### src/rtl/sg_pkg.sv
package sg_pkg;
  typedef enum logic [1:0] {
    TICK_PIX   = 2'd0,
    TICK_LINE  = 2'd1,
    TICK_FRAME = 2'd2,
    TICK_NBR   = 2'd3
  } tick_sel_e;

  typedef enum logic [1:0] {
    CMB_PASS  = 2'd0,
    CMB_AND   = 2'd1,
    CMB_OR    = 2'd2,
    CMB_STRT  = 2'd3
  } comb_e;
endpackage

### src/rtl/sg_start_qual.sv
module sg_start_qual #(
  parameter int GC_N   = 8,
  parameter int GC_W   = 12,
  parameter int GSEL_W = 4
) (
  input  logic                 clk,
  input  logic                 rst_n,
  input  logic                 en,
  input  logic [3:0]           frame_phase,
  input  logic [3:0]           line_phase,
  input  logic [7:0]           mask,
  input  logic [GC_N*GC_W-1:0] gcnt_bus,
  input  logic [GSEL_W-1:0]    gsel,
  input  logic [GC_W-1:0]      start_cnt,
  output logic                 start
);
  localparam int GI_W = (GC_N > 1) ? $clog2(GC_N) : 1;

  logic [GC_N-1:0] hit;
  logic            gmatch;
  logic            qual;
  logic            qual_q;

  for (genvar g = 0; g < GC_N; g++) begin : g_hit
    assign hit[g] = (gcnt_bus[g*GC_W +: GC_W] == start_cnt);
  end

  always_comb begin
    gmatch = 1'b1;
    if (32'(gsel) < GC_N) gmatch = hit[gsel[GI_W-1:0]];
  end

  assign qual  = en & (|(mask[3:0] & frame_phase)) & (|(mask[7:4] & line_phase)) & gmatch;
  assign start = qual & ~qual_q;

  always_ff @(posedge clk or negedge rst_n) begin
    if (!rst_n) qual_q <= 1'b0;
    else        qual_q <= qual;
  end
endmodule

### src/rtl/sg_local_cnt.sv
module sg_local_cnt #(
  parameter int CNT_W = 16
) (
  input  logic             clk,
  input  logic             rst_n,
  input  logic             en,
  input  logic             start,
  input  logic             tick,
  input  logic [CNT_W-1:0] set_val,
  input  logic [CNT_W-1:0] clr_val,
  output logic [CNT_W-1:0] cnt,
  output logic             running,
  output logic             raw,
  output logic             strt_q
);
  localparam logic [CNT_W-1:0] CNT_MAX = {CNT_W{1'b1}};

  logic [CNT_W-1:0] cnt_n, nv;
  logic             run_n, raw_n, strt_n, load;

  always_comb begin
    cnt_n  = cnt;
    run_n  = running;
    raw_n  = raw;
    strt_n = 1'b0;
    load   = 1'b0;
    nv     = cnt;
    if (!en) begin
      cnt_n = '0;
      run_n = 1'b0;
      raw_n = 1'b0;
    end else if (start) begin
      nv     = '0;
      load   = 1'b1;
      run_n  = 1'b1;
      strt_n = 1'b1;
    end else if (running && tick && (cnt != CNT_MAX)) begin
      nv   = cnt + 1'b1;
      load = 1'b1;
    end
    if (load) begin
      cnt_n = nv;
      if (nv == set_val)      raw_n = 1'b1;
      else if (nv == clr_val) raw_n = 1'b0;
    end
  end

  always_ff @(posedge clk or negedge rst_n) begin
    if (!rst_n) begin
      cnt     <= '0;
      running <= 1'b0;
      raw     <= 1'b0;
      strt_q  <= 1'b0;
    end else begin
      cnt     <= cnt_n;
      running <= run_n;
      raw     <= raw_n;
      strt_q  <= strt_n;
    end
  end
endmodule

### src/rtl/sg_out_mux.sv
module sg_out_mux
  import sg_pkg::*;
(
  input  logic       en,
  input  logic       pol,
  input  logic [1:0] comb,
  input  logic       raw,
  input  logic       strt,
  input  logic       nbr,
  output logic       out
);
  logic mixed;

  always_comb begin
    unique case (comb_e'(comb))
      CMB_PASS: mixed = nbr;
      CMB_AND:  mixed = raw & nbr;
      CMB_OR:   mixed = raw | nbr;
      default:  mixed = strt & nbr;
    endcase
    out = en ? (mixed ^ pol) : pol;
  end
endmodule

### src/rtl/scan_sig_gen.sv
module scan_sig_gen
  import sg_pkg::*;
#(
  parameter int CNT_W  = 16,
  parameter int GC_N   = 8,
  parameter int GC_W   = 12,
  parameter int GSEL_W = 4,
  parameter int NBR_N  = 32,
  localparam int NI_W  = (NBR_N > 1) ? $clog2(NBR_N) : 1
) (
  input  logic                 clk,
  input  logic                 rst_n,
  input  logic                 pix_en,
  input  logic                 line_start,
  input  logic                 frame_start,
  input  logic [3:0]           frame_phase,
  input  logic [3:0]           line_phase,
  input  logic [GC_N*GC_W-1:0] gcnt_bus,
  input  logic [NBR_N-1:0]     nbr_sigs,
  input  logic                 cfg_en,
  input  logic                 cfg_pol,
  input  logic [1:0]           cfg_tick_sel,
  input  logic [GSEL_W-1:0]    cfg_gsel,
  input  logic [GC_W-1:0]      cfg_start_cnt,
  input  logic [7:0]           cfg_start_mask,
  input  logic [CNT_W-1:0]     cfg_set_cnt,
  input  logic [CNT_W-1:0]     cfg_clr_cnt,
  input  logic [1:0]           cfg_comb,
  input  logic [NI_W-1:0]      cfg_nbr_idx,
  output logic                 sig_out
);
  logic             start, tick, nbr;
  logic             running, raw, strt_q;
  logic [CNT_W-1:0] cnt;

  assign nbr = nbr_sigs[cfg_nbr_idx];

  always_comb begin
    unique case (tick_sel_e'(cfg_tick_sel))
      TICK_PIX:   tick = pix_en;
      TICK_LINE:  tick = line_start;
      TICK_FRAME: tick = frame_start;
      default:    tick = nbr;
    endcase
  end

  sg_start_qual #(.GC_N(GC_N), .GC_W(GC_W), .GSEL_W(GSEL_W)) u_qual (
    .clk(clk), .rst_n(rst_n), .en(cfg_en),
    .frame_phase(frame_phase), .line_phase(line_phase),
    .mask(cfg_start_mask), .gcnt_bus(gcnt_bus),
    .gsel(cfg_gsel), .start_cnt(cfg_start_cnt), .start(start)
  );

  sg_local_cnt #(.CNT_W(CNT_W)) u_cnt (
    .clk(clk), .rst_n(rst_n), .en(cfg_en), .start(start), .tick(tick),
    .set_val(cfg_set_cnt), .clr_val(cfg_clr_cnt),
    .cnt(cnt), .running(running), .raw(raw), .strt_q(strt_q)
  );

  sg_out_mux u_mux (
    .en(cfg_en), .pol(cfg_pol), .comb(cfg_comb),
    .raw(raw), .strt(strt_q), .nbr(nbr), .out(sig_out)
  );
endmodule

### config.mk
export PLATFORM = sky130hd
export DESIGN_NAME = scan_sig_gen
export DESIGN_NICKNAME = d
export VERILOG_FILES = /design/src/rtl/sg_pkg.sv /design/src/rtl/sg_start_qual.sv /design/src/rtl/sg_local_cnt.sv /design/src/rtl/sg_out_mux.sv /design/src/rtl/scan_sig_gen.sv
export SDC_FILE = /design/constraint.sdc
export NUM_CORES = 1
export LEC_CHECK = 0
export BUFFER_PORTS_ARGS = -buffer_cell sky130_fd_sc_hd__buf_2
export CAP_MARGIN = 5
export CORE_MARGIN = 2
export CORE_UTILIZATION = 49
export DETAILED_ROUTE_END_ITERATION = 16
export PLACE_DENSITY = 0.85
export SYNTH_ARGS = -nofsm -noshare
export SYNTH_HDL_FRONTEND = slang
export SYNTH_SLANG_ARGS = --single-unit
### constraint.sdc
create_clock -name clk -period 5.1 [get_ports clk]
set_input_delay 0.255 -clock clk [delete_from_list [all_inputs] [get_ports clk]]
set_output_delay 0.255 -clock clk [all_outputs]
set_load 0.1 [all_outputs]
### Yosys cells after proc, flatten, opt, wreduce, memory -nomap -nowiden

Index checks and enable logic that the tools add are counted.

| word-level totals | value |
|---|---|
| flip-flop bits (word level) | 20 |
| word-level logic and storage cells | 67 |

| cells by class | value |
|---|---|
| $add $sub $neg | 1 |
| $lt $le $gt $ge | 3 |
| equal/unequal tests | 17 |
| muxes and demuxes | 24 |
| bitwise gates (word level) | 11 |
| reductions and logical operators | 6 |

Operator list:

| cell | count |
|---|---|
| $eq 12x12->1 | 8 |
| $mux 16 | 5 |
| $eq 16x16->1 | 2 |
| $add 16x1->16 const B | 1 |
| $ne 16x16->1 const B | 1 |
| $mux 1 | 15 |
| $and 4x4->4 | 2 |
| $reduce_or 4->1 | 2 |
| $and 1x1->1 | 6 |
| $lt 5x6->1 const B | 1 |
| $pmux 1 s3 | 2 |
| $bmux 1 s5 | 1 |
| $eq 2x1->1 const B | 2 |
| $eq 2x2->1 const B | 2 |
| $logic_not 2->1 | 2 |
| $lt 3x4->1 const B | 1 |
| $lt 4x4->1 const B | 1 |
| $ne 2x1->1 const B | 2 |
| $bmux 1 s3 | 1 |
| $logic_and 1x1->1 | 2 |
| $not 1->1 | 1 |
| $or 1x1->1 | 1 |
| $xor 1x1->1 | 1 |

### Longest topological paths before layout

Gate-level depths: netlist of run 1.

| logic depth | value |
|---|---|
| depth in word-level cells | 12 |
| mapped depth | 16 |

### Hierarchy

Synthesis of run 1 repeated with hierarchy kept, for this count alone.

| unflattened totals | value |
|---|---|
| cell total of the unflattened synthesis | 486 |
| area, all modules | 3796.1 µm² |

Modules (own cells, without submodules):

| module | instances | cells each | area each (µm²) |
|---|---|---|---|
| sg_local_cnt | 1 | 277 | 2084.5 |
| sg_start_qual | 1 | 161 | 1310.0 |
| scan_sig_gen | 1 | 42 | 354.1 |
| sg_out_mux | 1 | 6 | 47.5 |

### Worst setup path after synthesis of run 1

OpenSTA, ideal clock, no wires.

| path | value |
|---|---|
| path kind | in2out |
| start | input cfg_nbr_idx[1] |
| end | output sig_out |
| data arrival time | 2.911 ns |
| path slack | 1.934 ns |
| stages | 10 |
| buffers on the path | 2 |
| cell sequence | buf_2 -> buf_6 -> mux2i_1 -> a22oi_1 -> a31oi_1 -> nand2_1 -> o21ai_0 -> o2bb2ai_1 -> nand2_1 -> xnor2_1 |

| between the ends | value |
|---|---|
| longest elaborated chain between the ends | 6 |

RTL lines:

| element | RTL line | RTL |
|---|---|---|
| start, declared | scan_sig_gen.sv:29 | `input logic [NI_W-1:0] cfg_nbr_idx,` |
| $bmux 1 s5 (*) | scan_sig_gen.sv:36 | `assign nbr = nbr_sigs[cfg_nbr_idx];` |
| $mux 1 (not written as such) (*) | scan_sig_gen.sv:36 |  |
| $and 1x1->1 (tied with other cells) | sg_out_mux.sv:19 | `default: mixed = strt & nbr;` |
| $pmux 1 s3 (*) | sg_out_mux.sv:15 | `unique case (comb_e'(comb))` |
| $xor 1x1->1 (*) | sg_out_mux.sv:21 | `out = en ? (mixed ^ pol) : pol;` |
| $mux 1 (*) | sg_out_mux.sv:21 |  |
| end, declared | scan_sig_gen.sv:30 | `output logic sig_out` |

Every way passes the cells marked *; elsewhere a longest branch is shown, timed or not. The select of a mux whose other input is x is not followed.

### Worst setup path in the final report of run 1

| path | value |
|---|---|
| start | register u_cnt.cnt[0] |
| end | register u_cnt.raw |

| between the ends | value |
|---|---|
| longest elaborated chain between the ends | 9 |

RTL lines:

| element | RTL line | RTL |
|---|---|---|
| start, declared | sg_local_cnt.sv:11 | `output logic [CNT_W-1:0] cnt,` |
| start signal, assigned | sg_local_cnt.sv:55 | `cnt <= cnt_n;` |
| parallel branches: the longest is 8 deep, another holds $add 16x1->16 | -- |  |
| $mux 1 (*) | sg_local_cnt.sv:41 | `if (load) begin` |
| via u_cnt.raw_n | sg_local_cnt.sv:19 | `logic run_n, raw_n, strt_n, load;` |
| end signal, assigned | sg_local_cnt.sv:57 | `raw <= raw_n;` |
| end, declared | sg_local_cnt.sv:13 | `output logic raw,` |

Mark *: on every way through the listed nets, which the timed path passes.
A chain may end at the register's enable or synchronous reset.

==> results of run 1 <==
[critical path, stage by stage (launching register included)]
cell	delay, ns
dfrtp_1	0.58
ha_1	0.28
and3_1	0.22
nand3_1	0.27
or3_4	0.42
and3_4	0.24
nand4_2	0.12
xor2_1	0.37
nor2_1	0.10
a2111oi_2	0.33
o211ai_1	0.11
or4_1	0.47
o31ai_1	0.28
[per-stage QoR]
step | instance area [um2] | setup slack, ns | util (%) | std cells | power, W
2_1_floorplan | 3550 | 1.93 | - | 451 | 0.000335
3_3_place_gp | 4560 | 1.15 | 63.9 | 733 | 0.000448
3_5_place_dp | 4560 | 1.04 | 63.9 | 733 | 0.000457
4_1_cts | 4640 | 1.30 | 65.0 | 738 | 0.000620
5_1_grt | 4640 | 0.985 | 65.0 | 738 | 0.000654
6_report | 4640 | 1.19 | 65.0 | 738 | 0.000620
[metal layers]
metal / vias to the layer above / share of wire [%]
li1: 2018 / -
met1: 1953 / 36
met2: 287 / 52
met3: 39 / 9.3
met4: 0 / 2.9
met5: - / 0
[cell usage in the layout, fill, tap and decap left out, types with 3 or more instances in the layout]
master    netlist  routed
nand3b_1        4       4
nor4b_1         3       3
nand4_1        24      24
nand2_1        36      36
mux2i_1        18      18
xnor2_1        85      85
clkbuf_8        0       3
a22oi_1         9       9
a31oi_1         5       5
a31o_2          3       3
nor2b_1         4       4
and3_1          8       8
nor2_1         24      24
and2_1          4       4
nand3_1        15      15
a211oi_1        3       3
dfrtp_1        20      20
nor3_1         13      13
nor4_1         16      16
o21ai_0        11      11
inv_1           8       8
o22ai_1         3       3
xor2_1         41      41
a21oi_1        19      19
buf_2          11     208
[worst paths after layout]
kind,start,slack [ns],cells past startpoint,endpoint
worst max-delay path,u_cnt.cnt[0],1.19,12,u_cnt.raw
worst min-delay path,cfg_en,0.35,3,u_cnt.running
worst max register to register,u_cnt.cnt[0],1.19,12,u_cnt.raw
worst min register to register,u_cnt.running,0.49,2,u_cnt.running
max in group asynchronous,rst_n,4.31,2,u_cnt.cnt[7]
min in group asynchronous,rst_n,0.47,2,u_cnt.cnt[15]
[cell families (layout without fill, tap and decap cells)]
family,after synthesis,count (layout),synth area share (%)
AND/OR/NAND/NOR,168,168,25.8
XOR/XNOR,127,127,31.7
AO/OA/AOI/OAI,81,81,17.1
buffers and inverters,35,223,5.47
flip-flops,20,20,14.1
multiplexers,19,19,5.39
adder cells (fa/ha/maj),1,1,0.353
[state kept, by name (all words and copies together) (netlist names)]
register	flops
u_cnt.raw	1
u_cnt.cnt	16
u_cnt.running	1
u_cnt.strt_q	1
u_qual.qual_q	1
[cell type report]
cell class | count | area [um2]
Timing Repair Buffer | 210 | 1060
Clock inverter | 1 | 30.0
Tap cell | 99 | 124
Sequential cell | 20 | 500
Inverter | 9 | 33.8
Fill cell | 632 | 2490
Clock buffer | 3 | 41.3
Multi-Input combinational cell | 396 | 2850
[where the power goes]
part	internal, W	leakage [nW]	switching, W
Sequential	0.000161	0.277	0.00000287
Clock	0.000105	0.0357	0.0000590
Combinational	0.000142	1.74	0.000151
==> impl_metrics.env, run 1 <==
export IMPL_path_clk_slew_ns=0.08
export IMPL_ys_top_cells_by_area="xnor2_1 (21%), dfrtp_1 (14%), xor2_1 (10%)"
export IMPL_max_freq_mhz=256
export IMPL_synth_fp_nets=660
export IMPL_cp_start_kind="flip-flop"
export IMPL_use_met1_pct=32.1
export IMPL_required_ns=5.26
export IMPL_netlist_area_mm2=0.00355
export IMPL_synth_seq_area_share_pct=14.1
export IMPL_grt_util_met2_pct=58.3
export IMPL_ys_types=69
export IMPL_rows=31
export IMPL_rsz0062_at_grt="no"
export IMPL_grt_max_degree=21
export IMPL_synthArstFlopShare_pct=100
export IMPL_cts_buffers_inserted=3
export IMPL_syn_inst=451
export IMPL_drive_gt1_share_pct=35.8
export IMPL_drtIter0Drc=408
export IMPL_status="finished, final reports clean"
export IMPL_path_class="flip-flop to flip-flop"
export IMPL_end_kind="flip-flop"
export IMPL_die_height_um=89.1
export IMPL_cts_root_buf="clkbuf_8"
export IMPL_grt_overflow=0
export IMPL_antenna_found_initial=0
export IMPL_yosysMostFrequentCell="xnor2_1"
export IMPL_fin_crit_sh_pct=76.7
export IMPL_syn2layout_area_growth_pct=30.8
export IMPL_dieArea_mm2=0.00794
export IMPL_viasPerCell=5.82
export IMPL_routed_wl_um=12200
export IMPL_vdd_ir_drop_max_uv=80.7
export IMPL_post_cts_setup_buffers=0
export IMPL_hp_class="input pin to flip-flop"
export IMPL_cts_tree="done"
export IMPL_holdWs_ns=0.352
export IMPL_setup_viol=0
export IMPL_htreeDepth=1
export IMPL_drt_pass1_iter_count=7
export IMPL_busiest_layer="met2"
export IMPL_grt_pass1_vias=4117
export IMPL_cts_hold_buf=1
export IMPL_cts_repair_resized=0
export IMPL_io_pins=209
export IMPL_initial_core_util_pct=49.7
export IMPL_gr_usage_met3_pct=4.06
export IMPL_drv_slew=0
export IMPL_clk_path_buf_depth=2
export IMPL_synth_commonest_cells="xnor2_1 (85), xor2_1 (41), nand2_1 (36), nand4_1 (24), nor2_1 (24)"
export IMPL_ys_seq_elements=20
export IMPL_avgRoutedWirePerCell_um=16.6
export IMPL_die_w_um=89.1
export IMPL_synth_main_ff_cell="dfrtp_1"
export IMPL_final_net_count=849
export IMPL_hold_viol_final=0
export IMPL_clk_insertion_delay_late_ns=0.26
export IMPL_dp_hpwl_um=10200
export IMPL_cp_arrival_ns=4.08
export IMPL_grt_pass1_wl_um=18500
export IMPL_clock_sinks=20
export IMPL_core_area_mm2=0.00714
export IMPL_worst_pin_slew_ns=0.814
export IMPL_vias=4297
export IMPL_cap_viol_max_count=0
export IMPL_ant_nets=0
export IMPL_place_congestion=0.989
export IMPL_drc_errors=0
export IMPL_yosys_area_top_type="xnor2_1"
export IMPL_finalSetupTns_ns=0
export IMPL_syn_area_per_cell_um2=7.87
export IMPL_crit_fanout=11
export IMPL_p_per_area_mw_per_mm2=134
export IMPL_max_slew_margin_pct=45.6
export IMPL_p_leak_nw=2.06
export IMPL_portBuffers=208
export IMPL_ys_warn_count=0
export IMPL_synth_edf_count=0
export IMPL_clock_skew_ns=0.00138
export IMPL_track_usage_pct=29.6
export IMPL_antenna_cells=0
export IMPL_synth_top_cell_area_share_pct=21.0
export IMPL_fin_crit_ns=3.91
No activity file was read; power rests on OpenSTA's default activity.
==> run 2, diff against run 1 <==
--- a/config.mk
+++ b/config.mk
@@ -8,9 +8,9 @@
 export BUFFER_PORTS_ARGS = -buffer_cell sky130_fd_sc_hd__buf_2
 export CAP_MARGIN = 5
 export CORE_MARGIN = 2
-export CORE_UTILIZATION = 49
+export CORE_UTILIZATION = 45
 export DETAILED_ROUTE_END_ITERATION = 16
-export PLACE_DENSITY = 0.85
+export PLACE_DENSITY = 0.78
 export SYNTH_ARGS = -nofsm -noshare
 export SYNTH_HDL_FRONTEND = slang
 export SYNTH_SLANG_ARGS = --single-unit
==> constraint.sdc (replaced) <==
create_clock -name clk -period 3.9 [get_ports clk]
set_input_delay 0.195 -clock clk [delete_from_list [all_inputs] [get_ports clk]]
set_output_delay 0.195 -clock clk [all_outputs]
set_load 0.1 [all_outputs]
==> run 2 against run 1 <==
- sequential share of layout area shrank 0.13 points
- largest power group unchanged
- worst hold slack lost 0.055 ns
- first-iteration DRC count shrank 50%
- global-route usage shrank 1.5 points
- sequential power grew 29%
- largest cell class unchanged
- count of clock-buffer cells in the layout grew 1
==> impl_metrics.env, run 2 (synthesis gave the netlist of run 1 again) <==
export IMPL_status="finished, final reports clean"
export IMPL_setup_viol=0
export IMPL_max_freq_mhz=305
export IMPL_cp_start_kind="flip-flop"
export IMPL_drt_pass1_iter_count=4
export IMPL_rsz0062_at_grt="no"
export IMPL_end_kind="flip-flop"
export IMPL_drc_errors=0
export IMPL_crit_chain="nand4_1 -> or2_0 -> or3_4 -> and3_4 -> nand3_1 -> xor2_1 -> xor2_1 -> a31o_2 -> a21oi_1 -> or4_1 -> o31ai_1"
export IMPL_vias=4197
export IMPL_required_ns=4.07
export IMPL_grt_max_degree=21
export IMPL_core_area_mm2=0.00769
export IMPL_regToRegStartpoint="u_cnt.cnt[6]"
export IMPL_track_usage_pct=28.1
export IMPL_htreeDepth=1
export IMPL_die_height_um=92.8
export IMPL_dieArea_mm2=0.00861
export IMPL_path_class="flip-flop to flip-flop"
export IMPL_clock_skew_ns=0.00373
export IMPL_holdWs_ns=0.297
export IMPL_routed_wl_um=12400
export IMPL_max_slew_margin_pct=63.8
export IMPL_cts_buffers_inserted=3
export IMPL_drive_gt1_share_pct=36.7
export IMPL_combinationalPowerShare_pct=51.0
export IMPL_cts_root_buf="clkbuf_8"
export IMPL_clk_path_buf_depth=2
export IMPL_fin_crit_sh_pct=84.2
export IMPL_path_common_cell="xor2_1"
export IMPL_power_switching_w=0.000274
export IMPL_swShare_pct=35.9
export IMPL_cts_tree="done"
export IMPL_avgRoutedWirePerCell_um=16.5
export IMPL_worst_path_max_delay_cell="dfrtp_1"
export IMPL_portBuffers=208
export IMPL_layout_commonest_cell="buf_2"
export IMPL_grt_pass1_wl_um=19600
export IMPL_hold_path_startpoint="cfg_en"
export IMPL_finalSetupTns_ns=0
export IMPL_slowest_delay_ns=0.52
export IMPL_fin_crit_ns=3.28
export IMPL_internal_power_w=0.000489
export IMPL_io_pins=209
export IMPL_power_frac_seq_pct=27.8
export IMPL_clock_power_share_pct=21.2
export IMPL_grt_pass1_vias=4284
export IMPL_post_cts_setup_buffers=0
export IMPL_clk_insertion_delay_late_ns=0.26
export IMPL_drv_slew=0
export IMPL_clock_sinks=20
export IMPL_fin_ws_ns=0.617
export IMPL_drtIter0Drc=202
export IMPL_antenna_cells=0
export IMPL_viasPerCell=5.60
export IMPL_hold_viol_final=0
export IMPL_p_per_area_mw_per_mm2=162
export IMPL_hp_class="input pin to flip-flop"
export IMPL_p_leak_nw=2.09
export IMPL_place_ws_ns=0.495
export IMPL_regMostFlops="u_cnt.cnt"
export IMPL_place_congestion=0.976
export IMPL_dp_hpwl_um=10600
export IMPL_die_w_um=92.8
export IMPL_antenna_found_initial=0
export IMPL_cp_arrival_ns=3.46
export IMPL_ant_nets=0
export IMPL_crit_path_start="u_cnt.cnt[6]"
export IMPL_rows=32
export IMPL_initial_core_util_pct=46.2
export IMPL_path_clk_slew_ns=0.08
export IMPL_final_cell_mix="buf_2 (208), xnor2_1 (85), xor2_1 (41), nand2_1 (36)"
export IMPL_grt_overflow=0
export IMPL_cap_viol_max_count=0
export IMPL_vdd_ir_drop_max_uv=104
export IMPL_crit_fanout=11
export IMPL_largest_reg_flops=16
export IMPL_worst_pin_slew_ns=0.542
export IMPL_dpl_instance_area_mm2=0.00463
export IMPL_syn2layout_area_growth_pct=32.4
export IMPL_final_net_count=858
export IMPL_design_area_mm2=0.00470
==> run 2: cell count changes in the layout (fill, tap and decap cells not counted) <==
cell / previous run / this run
buf_4: 1 / 10
bufinv_16: 1 / 0
clkbuf_8: 3 / 4
==> run 2: worst max-delay path, delay by kind of cell, from the launching register on <==
family	cells	cell delay, ns
XOR/XNOR	2	0.55
flip-flops	1	0.52
AO/OA/AOI/OAI	3	0.46
AND/OR/NAND/NOR	6	1.65
==> run 2: layer usage <==
| metal | GRT usage [%] | share of wire [%] | vias up |
|---|---|---|---|
| met2 | 54.1 | 51 | 215 |
| met4 | 10.8 | 3.5 | 0 |
| li1 | - | - | 2035 |
| met1 | 30.5 | 38 | 1912 |
| met5 | 0 | 0 | - |
| met3 | 4.31 | 7.5 | 35 |
==> run 2: path summary, 6_finish.rpt <==
path / endpoint / slack (ns) / cells past startpoint
setup / recovery: u_cnt.raw / 0.62 / 11
hold / removal: u_cnt.running / 0.30 / 3
setup reg to reg: u_cnt.raw / 0.62 / 11
hold reg to reg: u_cnt.running / 0.48 / 2
max in group asynchronous: u_cnt.cnt[8] / 3.17 / 2
min in group asynchronous: u_cnt.raw / 0.41 / 2
==> run 2: area by class of cell <==
cell class	instances	area, um2
Fill cell	723	2990
Multi-Input combinational cell	396	2850
Timing Repair Buffer	219	1130
Sequential cell	20	500
Tap cell	102	128
Clock buffer	4	55.1
Inverter	9	33.8
==> run 2: repair_timing <==
item	CTS	global route
hold buffers	1	0
gates resized for setup	0	0
hold endpoints to repair	20	0
==> run 2: power groups by stage <==
stage / sequential, W / combinational (W) / clock [W]
2_1_floorplan: 0.000216 / 0.000222 / 0
3_3_place_gp: 0.000216 / 0.000376 / 0
3_5_place_dp: 0.000216 / 0.000386 / 0
4_1_cts: 0.000212 / 0.000388 / 0.000164
5_1_grt: 0.000212 / 0.000423 / 0.000173
6_report: 0.000212 / 0.000389 / 0.000162
==> run 2: metrics by stage <==
step	util [%]	instances	total power (W)
after global placement	60.3	745	0.000592
after floorplan	-	451	0.000438
final	61.1	750	0.000763
after detailed placement	60.3	745	0.000602
after global routing	61.1	750	0.000808
after CTS	61.1	750	0.000764
==> run 3, diff against run 2 <==
==> constraint.sdc (replaced) <==
create_clock -name clk -period 3.3 [get_ports clk]
set_input_delay 0.165 -clock clk [delete_from_list [all_inputs] [get_ports clk]]
set_output_delay 0.165 -clock clk [all_outputs]
set_load 0.1 [all_outputs]
==> run 3 against run 2 <==
- flip-flop and latch count stayed put
- sequential power grew 18%
- sequential share of layout area down 0.70 points
- register-to-register slack worse by 0.56 ns
- clock power is 21% higher
- highest routed layer unchanged
- critical path depth rose by 1
- combinational power is 23% higher
- cell count rose by 3.6%
==> impl_metrics.env, run 3 (synthesis gave the netlist of run 1 again) <==
export IMPL_rsz0062_at_grt="yes"
export IMPL_final_cell_mix="buf_2 (208), xnor2_1 (83), xor2_1 (39), nand2_1 (35), buf_4 (33)"
export IMPL_hp_class="input pin to flip-flop"
export IMPL_drv_slew=0
export IMPL_dp_hpwl_um=10800
export IMPL_max_slew_margin_pct=62.1
export IMPL_htreeDepth=1
export IMPL_fin_crit_ns=3.24
export IMPL_cap_viol_max_count=0
export IMPL_core_area_mm2=0.00769
export IMPL_drt_pass1_iter_count=5
export IMPL_ant_nets=0
export IMPL_place_congestion=0.971
export IMPL_final_net_count=884
export IMPL_cts_root_buf="clkbuf_8"
export IMPL_vdd_ir_drop_max_uv=101
export IMPL_place_ws_ns=0.0209
export IMPL_required_ns=3.44
export IMPL_status="finished, final reports clean"
export IMPL_cp_arrival_ns=3.39
export IMPL_fin_ws_ns=0.0560
export IMPL_vias=4367
export IMPL_die_height_um=92.8
export IMPL_drtIter0Drc=262
export IMPL_p_leak_nw=2.24
export IMPL_grt_overflow=0
export IMPL_cts_buffers_inserted=3
export IMPL_clk_insertion_delay_late_ns=0.27
export IMPL_cp_start_kind="flip-flop"
export IMPL_max_freq_mhz=308
export IMPL_clk_path_buf_depth=2
export IMPL_dieArea_mm2=0.00861
export IMPL_p_per_area_mw_per_mm2=184
export IMPL_viasPerCell=5.62
export IMPL_crit_family="simple AND/OR/NAND/NOR gates"
export IMPL_largest_reg_flops=16
export IMPL_worst_pin_slew_ns=0.568
export IMPL_layout_cells_non_filler=777
export IMPL_placedCellCount=765
export IMPL_end_kind="flip-flop"
export IMPL_fin_crit_sh_pct=98.3
export IMPL_slowest_delay_ns=0.52
export IMPL_path_clk_slew_ns=0.08
export IMPL_initial_core_util_pct=46.2
export IMPL_hold_viol_final=0
export IMPL_track_usage_pct=28.8
export IMPL_rows=32
export IMPL_path_class="flip-flop to flip-flop"
export IMPL_multi_input_area_mm2=0.00296
export IMPL_syn2layout_area_growth_pct=41.7
export IMPL_grt_max_degree=21
export IMPL_crit_fanout=6
export IMPL_die_w_um=92.8
export IMPL_clock_skew_ns=0.00660
export IMPL_drc_errors=0
export IMPL_grt_pass1_wl_um=20000
export IMPL_cts_tree="done"
export IMPL_regMostFlops="u_cnt.cnt"
export IMPL_worst_path_max_delay_cell="or4bb_1"
export IMPL_layout_commonest_cell="buf_2"
export IMPL_clock_sinks=20
export IMPL_crit_chain="ha_4 -> and3_4 -> nand3_2 -> or3_4 -> and3_4 -> and3b_2 -> xnor2_4 -> or4bb_1 -> a21oi_2 -> o2111ai_1 -> o311ai_1 -> o31ai_2"
export IMPL_avgRoutedWirePerCell_um=16.6
export IMPL_grt_pass1_vias=4351
export IMPL_fillers=692
export IMPL_final_seq_area_um2=500
export IMPL_holdWs_ns=0.269
export IMPL_timing_critical_path_buf_inv=0
export IMPL_path_common_cell="and3_4"
export IMPL_setup_viol=0
export IMPL_drive_gt1_share_pct=41.5
export IMPL_antenna_found_initial=1
export IMPL_portBuffers=208
export IMPL_routed_wl_um=12900
export IMPL_io_pins=209
-- run 3: final timing paths --
path | depth (start not counted) | endpoint | from | slack [ns]
hold reg to reg | 2 | u_cnt.running | u_cnt.running | 0.49
max in group asynchronous | 2 | u_cnt.cnt[0] | rst_n | 2.56
hold / removal | 3 | u_cnt.running | cfg_en | 0.27
min in group asynchronous | 2 | u_cnt.raw | rst_n | 0.41
setup reg to reg | 12 | u_cnt.raw | u_cnt.cnt[1] | 0.06
setup / recovery | 12 | u_cnt.raw | u_cnt.cnt[1] | 0.06
-- run 3: where the power goes --
group	internal (W)	switching, W	leakage, nW
registers	0.000249	0.00000214	0.277
logic	0.000236	0.000242	1.93
clock network	0.000106	0.0000897	0.0288
-- run 3: worst reg2reg max path: stages, from the launching register on --
cell	delay, ns
dfrtp_1	0.40
ha_4	0.16
and3_4	0.20
nand3_2	0.08
or3_4	0.41
and3_4	0.22
and3b_2	0.25
xnor2_4	0.16
or4bb_1	0.52
a21oi_2	0.13
o2111ai_1	0.10
o311ai_1	0.36
o31ai_2	0.12
-- run 3: final cells by class --
type	instances	share of cell area, %
antenna	1	0.0498
multi-input combinational	396	59.0
inverter	9	0.672
tap	102	2.54
timing repair buffer	245	26.7
sequential	20	9.96
clock buffer	4	1.10
-- run 3: repair_timing --
action | 4_1_cts | 5_1_grt
endpoints found under the setup margin | 0 | 1
hold endpoints to repair | 20 | 0
hold buffers | 1 | 0
setup buffers | 0 | 6
resized for setup | 0 | 21
-- run 3: per-layer routing --
metal / up-vias / wire length [um] / global-route usage [%] / share of wire (%)
met5: - / 0 / 0 / 0
met4: 0 / 582 / 12.5 / 4.5
met3: 40 / 892 / 3.58 / 6.9
met2: 241 / 6630 / 54.7 / 51
met1: 1997 / 4810 / 31.9 / 37
li1: 2089 / - / - / -
-- run 3: stage by stage --
step	setup TNS, ns	area [um2]	utilization, %	total power (W)
floorplan	0	3550	-	0.000517
global route	-0.154	5030	65.4	0.000981
CTS	0	4870	63.4	0.000922
detailed placement	0	4810	62.5	0.000723
global placement	0	4810	62.5	0.000712
finish	0	5030	65.4	0.000925
